$ cat src/rtl/mec_pkg.sv
package mec_pkg;
    localparam int NCAUSE   = 5;
    localparam int C_STAT   = 0;
    localparam int C_TXD    = 1;
    localparam int C_RXD    = 2;
    localparam int C_PBUF   = 3;
    localparam int C_FILT   = 4;

    typedef enum logic {ST_RUN = 1'b0, ST_HALTED = 1'b1} halt_st_e;
endpackage

$ cat src/rtl/mec_halt_fsm.sv
module mec_halt_fsm
    import mec_pkg::*;
(
    input  logic clk,
    input  logic rst_n,
    input  logic soft_rst,
    input  logic fatal,
    output logic halted
);
    halt_st_e st_d, st_q;

    always_comb begin
        st_d = st_q;
        if (soft_rst)
            st_d = ST_RUN;
        else if (fatal)
            st_d = ST_HALTED;
    end

    always_ff @(posedge clk or negedge rst_n) begin
        if (!rst_n) st_q <= ST_RUN;
        else        st_q <= st_d;
    end

    assign halted = (st_q == ST_HALTED);
endmodule

$ cat src/rtl/mec_sat_ctr.sv
module mec_sat_ctr #(
    parameter int W = 16
) (
    input  logic         clk,
    input  logic         rst_n,
    input  logic         clr,
    input  logic         inc,
    output logic [W-1:0] cnt
);
    localparam logic [W-1:0] TOP = {W{1'b1}};
    logic [W-1:0] cnt_d, cnt_q;

    always_comb begin
        cnt_d = cnt_q;
        if (clr)
            cnt_d = '0;
        else if (inc && cnt_q != TOP)
            cnt_d = cnt_q + 1'b1;
    end

    always_ff @(posedge clk or negedge rst_n) begin
        if (!rst_n) cnt_q <= '0;
        else        cnt_q <= cnt_d;
    end

    assign cnt = cnt_q;
endmodule

$ cat src/rtl/mem_err_contain.sv
module mem_err_contain
    import mec_pkg::*;
#(
    parameter int NFLEX = 4,
    parameter int CNT_W = 16
) (
    input  logic                   clk,
    input  logic                   rst_n,
    input  logic                   soft_rst,
    input  logic                   stat_uerr,
    input  logic                   txd_uerr,
    input  logic                   rxd_uerr,
    input  logic                   pbuf_uerr,
    input  logic                   filt_err,
    input  logic [NFLEX-1:0]       flex_par_err,
    input  logic                   wol_en,
    input  logic [NCAUSE-1:0]      cause_mask,
    output logic [NCAUSE-1:0]      cause,
    output logic                   irq,
    output logic                   dma_halt,
    output logic                   tx_inhibit,
    output logic                   pkt_reject,
    output logic                   filt_stat_inc,
    output logic [NFLEX-1:0]       flex_stat_inc,
    output logic [CNT_W-1:0]       filt_cnt,
    output logic [NFLEX*CNT_W-1:0] flex_cnt,
    output logic                   wake_evt
);
    typedef struct packed {
        logic [NCAUSE-1:0] cause;
        logic              reject;
        logic              filt_inc;
        logic [NFLEX-1:0]  flex_inc;
        logic              wake;
    } ctl_t;

    ctl_t ctl_d, ctl_q;

    logic fatal_any;
    logic flex_any;
    logic halted;
    logic [NFLEX-1:0] flex_take;
    logic filt_take;

    assign fatal_any = stat_uerr | txd_uerr | rxd_uerr | pbuf_uerr;
    assign flex_any  = |flex_par_err;
    assign filt_take = filt_err & ~soft_rst;
    assign flex_take = flex_par_err & {NFLEX{~soft_rst}};

    always_comb begin
        ctl_d          = ctl_q;
        ctl_d.reject   = 1'b0;
        ctl_d.filt_inc = 1'b0;
        ctl_d.flex_inc = '0;
        ctl_d.wake     = 1'b0;
        if (soft_rst) begin
            ctl_d.cause = '0;
        end else begin
            ctl_d.cause[C_STAT] = ctl_q.cause[C_STAT] | stat_uerr;
            ctl_d.cause[C_TXD]  = ctl_q.cause[C_TXD]  | txd_uerr;
            ctl_d.cause[C_RXD]  = ctl_q.cause[C_RXD]  | rxd_uerr;
            ctl_d.cause[C_PBUF] = ctl_q.cause[C_PBUF] | pbuf_uerr;
            ctl_d.cause[C_FILT] = ctl_q.cause[C_FILT] | filt_err | flex_any;
            ctl_d.reject        = filt_err;
            ctl_d.filt_inc      = filt_err;
            ctl_d.flex_inc      = flex_par_err;
            ctl_d.wake          = wol_en & flex_any;
        end
    end

    always_ff @(posedge clk or negedge rst_n) begin
        if (!rst_n) ctl_q <= '0;
        else        ctl_q <= ctl_d;
    end

    mec_halt_fsm u_fsm (
        .clk      (clk),
        .rst_n    (rst_n),
        .soft_rst (soft_rst),
        .fatal    (fatal_any),
        .halted   (halted)
    );

    mec_sat_ctr #(.W(CNT_W)) u_filt_ctr (
        .clk   (clk),
        .rst_n (rst_n),
        .clr   (soft_rst),
        .inc   (filt_take),
        .cnt   (filt_cnt)
    );

    for (genvar gi = 0; gi < NFLEX; gi++) begin : g_flex
        mec_sat_ctr #(.W(CNT_W)) u_ctr (
            .clk   (clk),
            .rst_n (rst_n),
            .clr   (soft_rst),
            .inc   (flex_take[gi]),
            .cnt   (flex_cnt[gi*CNT_W +: CNT_W])
        );
    end

    assign cause         = ctl_q.cause;
    assign irq           = |(ctl_q.cause & ~cause_mask);
    assign dma_halt      = halted;
    assign tx_inhibit    = halted;
    assign pkt_reject    = ctl_q.reject;
    assign filt_stat_inc = ctl_q.filt_inc;
    assign flex_stat_inc = ctl_q.flex_inc;
    assign wake_evt      = ctl_q.wake;
endmodule

$ cat config.mk
export PLATFORM = sky130hd
export DESIGN_NAME = mem_err_contain
export DESIGN_NICKNAME = d
export VERILOG_FILES = /design/src/rtl/mec_pkg.sv /design/src/rtl/mec_halt_fsm.sv /design/src/rtl/mec_sat_ctr.sv /design/src/rtl/mem_err_contain.sv
export SDC_FILE = /design/constraint.sdc
export NUM_CORES = 1
export LEC_CHECK = 0
export BUFFER_PORTS_ARGS = -buffer_cell sky130_fd_sc_hd__buf_4
export CAP_MARGIN = 5
export CORE_MARGIN = 4
export CORE_UTILIZATION = 50
export CTS_CLUSTER_SIZE = 8
export DETAILED_ROUTE_END_ITERATION = 7
export PLACE_DENSITY = 0.75
export SYNTH_ARGS = -nofsm -noshare
export SYNTH_HDL_FRONTEND = slang
export SYNTH_SLANG_ARGS = --single-unit
export TNS_END_PERCENT = 30
$ cat constraint.sdc
create_clock -name clk -period 5.1 [get_ports clk]
set_input_delay 0.255 -clock clk [delete_from_list [all_inputs] [get_ports clk]]
set_output_delay 0.255 -clock clk [all_outputs]
set_load 0.02 [all_outputs]
==> impl_results.md, run 1 <==
* Rows at 35
* Clk sinks at 92
* Seq/Total Area, Yosys at 0.466
* Core area at 9420 um2
* Worst Hold Class: in -> reg
* VDD IR max at 0.118 mV
* Fill count at 802
* Yosys top cell by area: dfrtp_1
* Yosys cell types at 57
* CP Cell Sequence: ha_1, nand4_1, o41ai_2, mux2i_1, nor2_1
* Total GRT Usage at 0.219
* Die height at 107 um
* Total chip power at roughly 1.4 mW
* DR vias at 4588
* Setup TNS at 0 ns
* Share of post-route cells with drive strength above 1 at 0.235
* Final period util at 0.459
* Hold Vio Cnt, Final at 0
* Critical Path AT at 2.55 ns
* Synthesized instance count at between 500 and 600
* Vias in the first global route at 4350
* Cell Pwr Density at 228 nW/um2
* CP max FO at 16
* Die area at 11500 um2
* Reg2Reg Setup Slack at ~2.8 ns
* Placed Area at around 5900 um2
* Drt total wl at 12600 um
* Drt via density at 6.04
* Largest net degree at the start of global routing at 85
* Largest cells by area after synthesis: dfrtp_1 (47%), a21oi_1 (3.9%), nand4_1 (3.3%), nor2_1 (3.3%), nand2_1 (3.0%)
* Setup CP Type: reg -> reg
* Drt pass-1 iters at 4
* Slew Viols, Final at 0
* Synth async-reset ratio at 1.00
* Remaining DRCs at 0
* Max clock buf depth at 2
* Drt first-iter violations at 224
* Worst setup margin at 2.76 ns
* Avg Inst Size Synth at approximately 9.5 um2
* Top-count cell post-synth: dfrtp_1
* CP Launch Type: register
* Warnings, synthesis at 0
* Gpl congestion at around 0.85
* Final Instance Area at ~6100 um2
* Yosys top cell area share at 0.466
* Global route overflow at 0
* Worst rel slew slack at 0.201
* MaxCap Viol Count at 0
* Clock root cell: clkbuf_8
* Dpl hpwl at 8820 um
* Ports at roughly 110
* PortBufs at roughly 110
* Syn Nets at about 540
* Setup Viol. Count Final at 0
* Setup crit end kind: register
* Peak Freq at 427 MHz
* Min Clock Period, post-route at 2.34 ns
* Main synth FF type: dfrtp_1
* RSZ-0062 raised after global routing: no
* Initial Util at 0.524
* Worst Tran Pin Value at 1.19 ns
* Top cells by count, synth: dfrtp_1 (92), nor2_1 (43), nand2_1 (40)
* Post-synth EDFFs at 0
* Static Leak at 2.74 nW
* Required time of the worst setup path at between 5 and 6 ns
* Max Clock Skew at 0.0150 ns
* Die Wd at 107 um
* Total number of H-tree levels at 3
* First-pass GRT wire length at 20800 um
* Num CTS Buffers at 9
* Final nets at 648
* Synthesized area at 4940 um2
* ANT cells at 0
* Initial antenna violation count at 0
* Post-route ant nets at 0
* Slowest cell on the critical path: o41ai_2
* Synthesized flop and latch total at 92
* Clock slew seen by the registers of the worst setup and hold paths at around 0.1 ns
* Pre-CTS setup slack at 2.75 ns
* Worst-Skew Late Latency at 0.36 ns
* WL/cell at between 15 and 20 um
* P&R area growth vs syn at 22.8%
* Slowest cell delay on critical path at between 1 and 1.5 ns
* CTS tree: built
* Status: finished, final reports clean
state kept, by name, indices dropped and copies added, names as in the netlist:
| signal | count |
|---|---|
| wake_evt | 1 |
| filt_stat_inc | 1 |
| flex_stat_inc | 4 |
| cause | 5 |
| u_fsm.halted | 1 |
| u_filt_ctr.cnt | 16 |
| g_flex.u_ctr.cnt | 64 |
power by group:
| part | switching [mW] | leakage, nW | internal, mW |
|---|---|---|---|
| combinational | 0.0819 | 1.38 | 0.0480 |
| clock | 0.266 | 0.0927 | 0.227 |
| sequential | 0.0158 | 1.26 | 0.742 |
| total | 0.364 | 2.74 | 1.02 |
cell type report:
cell class / count / area [um2] / share of cell area
Multi-Input combinational cell: 393 / 2490 / 0.410
Sequential cell: 92 / 2300 / 0.380
Timing Repair Buffer: 115 / 866 / 0.143
Tap cell: 129 / 161 / 0.0266
Clock buffer: 10 / 128 / 0.0211
Clock inverter: 6 / 63.8 / 0.0105
Inverter: 14 / 52.6 / 0.00867
repair_timing:
| item | CTS | global route |
|---|---|---|
| setup endpoints to repair | 0 | 0 |
| buffers inserted | 0 | 0 |
| hold endpoints to repair | 40 | 0 |
| hold buffers | 1 | 0 |
| gates resized for setup | 0 | 0 |
path summary, 6_finish.rpt:
| check | from | endpoint | cells after the start |
|---|---|---|---|
| setup / recovery | u_filt_ctr.cnt[0] | u_filt_ctr.cnt[1] | 5 |
| hold / removal | rxd_uerr | cause[2] | 3 |
| setup reg to reg | u_filt_ctr.cnt[0] | u_filt_ctr.cnt[1] | 5 |
| hold reg to reg | cause[2] | cause[2] | 2 |
| max in group asynchronous | rst_n | g_flex[2].u_ctr.cnt[5] | 3 |
| min in group asynchronous | rst_n | g_flex[3].u_ctr.cnt[8] | 2 |
metrics by stage:
stage | instances | hold slack [ns] | util
CTS | 759 | 0.108 | 0.644
global placement | 742 | 0.264 | 0.622
floorplan | 518 | -0.0406 | -
finish | 759 | 0.121 | 0.644
detailed placement | 742 | 0.273 | 0.622
global route | 759 | 0.107 | 0.644
placed cells by master (no fill, tap or decap), types with 13 or more instances in the layout:
cell     Yosys  layout
buf_4        3     114
dfrtp_1     92      92
nor2_1      43      43
nand2_1     40      40
a21oi_1     38      38
nand3_1     26      26
nand4_1     26      26
nor3_1      22      22
and3_1      17      17
nor2b_1     16      16
o21ai_0     16      16
or3_1       15      15
inv_1       13      13
layer usage:
layer | routed length, um | track usage | vias up
met2 | 5970 | 0.355 | 130
met4 | 174 | 0.0739 | 0
met5 | 0 | 0 | -
met1 | 5790 | 0.300 | 2244
met3 | 688 | 0.0366 | 12
li1 | - | - | 2202
cell families (layout without fill, tap and decap cells):
kind of cell | Yosys count | in the layout | synth area share
and+or+nand+nor | 249 | 249 | 0.276
AOI/OAI and AO/OA | 115 | 115 | 0.166
DFF | 92 | 92 | 0.466
buffers and inverters | 33 | 145 | 0.0299
muxes | 17 | 17 | 0.0368
xor gates and xnor gates | 7 | 7 | 0.0124
adders and majority gates | 5 | 5 | 0.0127
worst max-delay path, delay by kind of cell (launching register included):
kind            cells  cell delay, ns
compound gates      1            1.03
flops               1            0.46
mux                 1            0.28
fa+ha+maj           1            0.23
simple gates        2            0.19
No activity file was read; power rests on OpenSTA's default activity.
==> run 2, diff against run 1 <==
==> constraint.sdc (replaced) <==
create_clock -name clk -period 2.45 [get_ports clk]
set_input_delay 0.1225 -clock clk [delete_from_list [all_inputs] [get_ports clk]]
set_output_delay 0.1225 -clock clk [all_outputs]
set_load 0.02 [all_outputs]
==> run 2 against run 1 <==
Effect of this change: worst setup slack got worse by 2.5 ns; final cell count rose by 1.2%; wire length rose by 1.1%; global-route usage rose by 0.45 points; maximum frequency rose by 4.9%; worst hold slack got worse by 0.090 ns; flip-flop and latch count did not move; register-to-register slack got worse by 2.5 ns; critical path type unchanged; largest power group unchanged; first-iteration DRC count rose by 29%; design area rose by 1.9%.
==> impl_results.md, run 2 (synthesized netlist as in run 1, its figures left out) <==
* Setup TNS at 0 ns (unchanged)
* Setup crit end kind: register
* Peak Freq at 448 MHz (+4.9%)
* Drt total wl at 12800 um (+1.1%)
* Worst Tran Pin Value at 0.713 ns (-0.472 ns)
* Drt first-iter violations at 288 (+29%)
* Num CTS Buffers at 9 (unchanged)
* Remaining DRCs at 0 (unchanged)
* Max clock buf depth at 2 (unchanged)
* Slowest cell delay on critical path at 0.62 ns (-0.41 ns)
* Commonest non-fill, non-tap cells in the layout: buf_4 (117), dfrtp_1 (92), nor2_1 (43)
* Largest net degree at the start of global routing at 84 (-1.2%)
* Core area at 9420 um2 (unchanged)
* Total GRT Usage at 0.224 (+0.00451)
* P&R area growth vs syn at 25.1%
* Worst R2R Path Depth at 6 (+1)
* Post-CTS sizing at 0 (unchanged)
* CP Cell Sequence: ha_1, nand4_4, o41a_1, nor2_1, buf_4, a221o_1
* Worst Hold Class: in -> reg
* CP Launch Type: register
* CP Capture Point: g_flex[0].u_ctr.cnt[13]
* Worst-Skew Late Latency at 0.36 ns (about the same)
* RSZ-0062 raised after global routing: no
* Internal power at 2.18 mW (+110%)
* Clk sinks at 92 (unchanged)
* Drt via density at 6.01 (-0.63%)
* Ports at 113 (unchanged)
* DR vias at 4613 (+0.54%)
* Most common cell after layout, fill and taps aside: buf_4
* Clock slew seen by the registers of the worst setup and hold paths at 0.09 ns (about the same)
* Total number of H-tree levels at 3 (unchanged)
* WL/cell at 16.6 um (about the same)
* Switching share of power at 0.252 (-0.0114)
* First-pass GRT wire length at 21200 um (+1.6%)
* Multi-input logic area at 2490 um2 (unchanged)
* CP max FO at 11 (-5)
* Setup CP Type: reg -> reg
* Drt pass-1 iters at 5 (+1)
* Post-route ant nets at 0 (unchanged)
* R2r endpoint: g_flex[0].u_ctr.cnt[13]
* Max Clock Skew at 0.0111 ns (-0.00390 ns)
* Cell Pwr Density at 473 nW/um2 (+110%)
* Status: finished, final reports clean
* Global route overflow at 0 (unchanged)
* Min Clock Period, post-route at 2.23 ns (-0.108 ns)
* Comb pwr share at 0.099 (+0.005)
* Slowest cell on the critical path: o41a_1
* Critical Path AT at 2.53 ns (-0.02 ns)
* Setup bufs post-CTS at 0 (unchanged)
* PortBufs at 112 (unchanged)
* Required time of the worst setup path at 2.75 ns (-2.56 ns)
* CTS tree: built
* Worst setup margin at 0.217 ns (-2.54 ns)
* Flop pwr share at 0.541 (-0.008)
* Pre-CTS setup slack at 0.281 ns (-2.47 ns)
* Static Leak at 2.80 nW (+2.2%)
* VDD IR max at 0.315 mV (+170%)
* MaxCap Viol Count at 0 (unchanged)
* Dpl hpwl at 8960 um (+1.6%)
* Max reg flops at 64 (unchanged)
* Reg-to-reg startpoint: g_flex[0].u_ctr.cnt[0]
* Die area at 11500 um2 (unchanged)
* Slew Viols, Final at 0 (unchanged)
* Setup Viol. Count Final at 0 (unchanged)
* Initial Util at 0.524 (unchanged)
* Gpl congestion at 0.829 (-2.8%)
* ANT cells at 0 (unchanged)
* Die height at 107 um (unchanged)
* Clock root cell: clkbuf_8
* Clk pwr share at 0.360 (+0.003)
* Vias in the first global route at 4233 (-2.7%)
* # hold bufs at CTS at 5 (+4)
* Share of post-route cells with drive strength above 1 at 0.239 (+0.00452)
* Worst setup path start: g_flex[0].u_ctr.cnt[0]
* Sw power at 0.736 mW (+100%)
* Worst rel slew slack at 0.521 (+0.320)
* Final nets at 657 (+1.4%)
* Rows at 35 (unchanged)
* Reg2Reg Setup Slack at 0.22 ns (-2.54 ns)
* Fill count at 773 (-3.6%)
* Hold Vio Cnt, Final at 0 (unchanged)
* Initial antenna violation count at 0 (unchanged)
* Die Wd at 107 um (unchanged)
* FF+latch area at 2300 um2 (unchanged)
* Final period util at 0.912 (+0.452)
-- run 2: worst max-delay path, delay by kind of cell, from the launching register on --
family,cells,cell delay [ns]
AO/OA/AOI/OAI,2,0.77
AND/OR/NAND/NOR,2,0.47
flip-flops,1,0.41
adder cells (fa/ha/maj),1,0.30
buffers and inverters,1,0.20
-- run 2: final cells by class --
cell class                 instances  share of cell area
clock buffer                      12              0.0251
clock inverter                     4             0.00770
inverter                          14             0.00851
multi-input combinational        393               0.403
sequential                        92               0.373
tap                              129              0.0261
timing repair buffer             124               0.157
-- run 2: metal layers --
layer,vias to the layer above,GRT usage,share of wire,wire length [um]
li1,2209,-,-,-
met1,2250,0.320,0.44,5650
met2,139,0.352,0.48,6130
met3,15,0.0342,0.061,773
met4,0,0.0703,0.016,202
met5,-,0,0,0
-- run 2: worst min path at each step --
stage               startpoint                endpoint  cells past startpoint
CTS                     wol_en                wake_evt                      2
global placement         rst_n  g_flex[3].u_ctr.cnt[4]                      1
global route            wol_en                wake_evt                      2
finish                  wol_en                wake_evt                      2
floorplan                rst_n                cause[0]                      0
detailed placement       rst_n  g_flex[3].u_ctr.cnt[4]                      1
-- run 2: power by group through the flow --
stage | clock (mW) | sequential, mW | combinational [mW]
2_1_floorplan | 0 | 1.64 | 0.107
3_3_place_gp | 0 | 1.61 | 0.281
3_5_place_dp | 0 | 1.61 | 0.287
4_1_cts | 1.08 | 1.58 | 0.295
5_1_grt | 1.14 | 1.58 | 0.320
6_report | 1.05 | 1.58 | 0.290
-- run 2: stage by stage --
stage / hold WS, ns / utilization / std cells / area, um2 / power, mW
final: 0.0309 / 0.656 / 768 / 6170 / 2.92
after global routing: 0.0283 / 0.656 / 768 / 6170 / 3.05
after CTS: 0.0183 / 0.656 / 768 / 6170 / 2.95
after detailed placement: 0.155 / 0.629 / 747 / 5920 / 1.90
after global placement: 0.152 / 0.629 / 747 / 5920 / 1.89
after floorplan: -0.173 / - / 518 / 4940 / 1.75
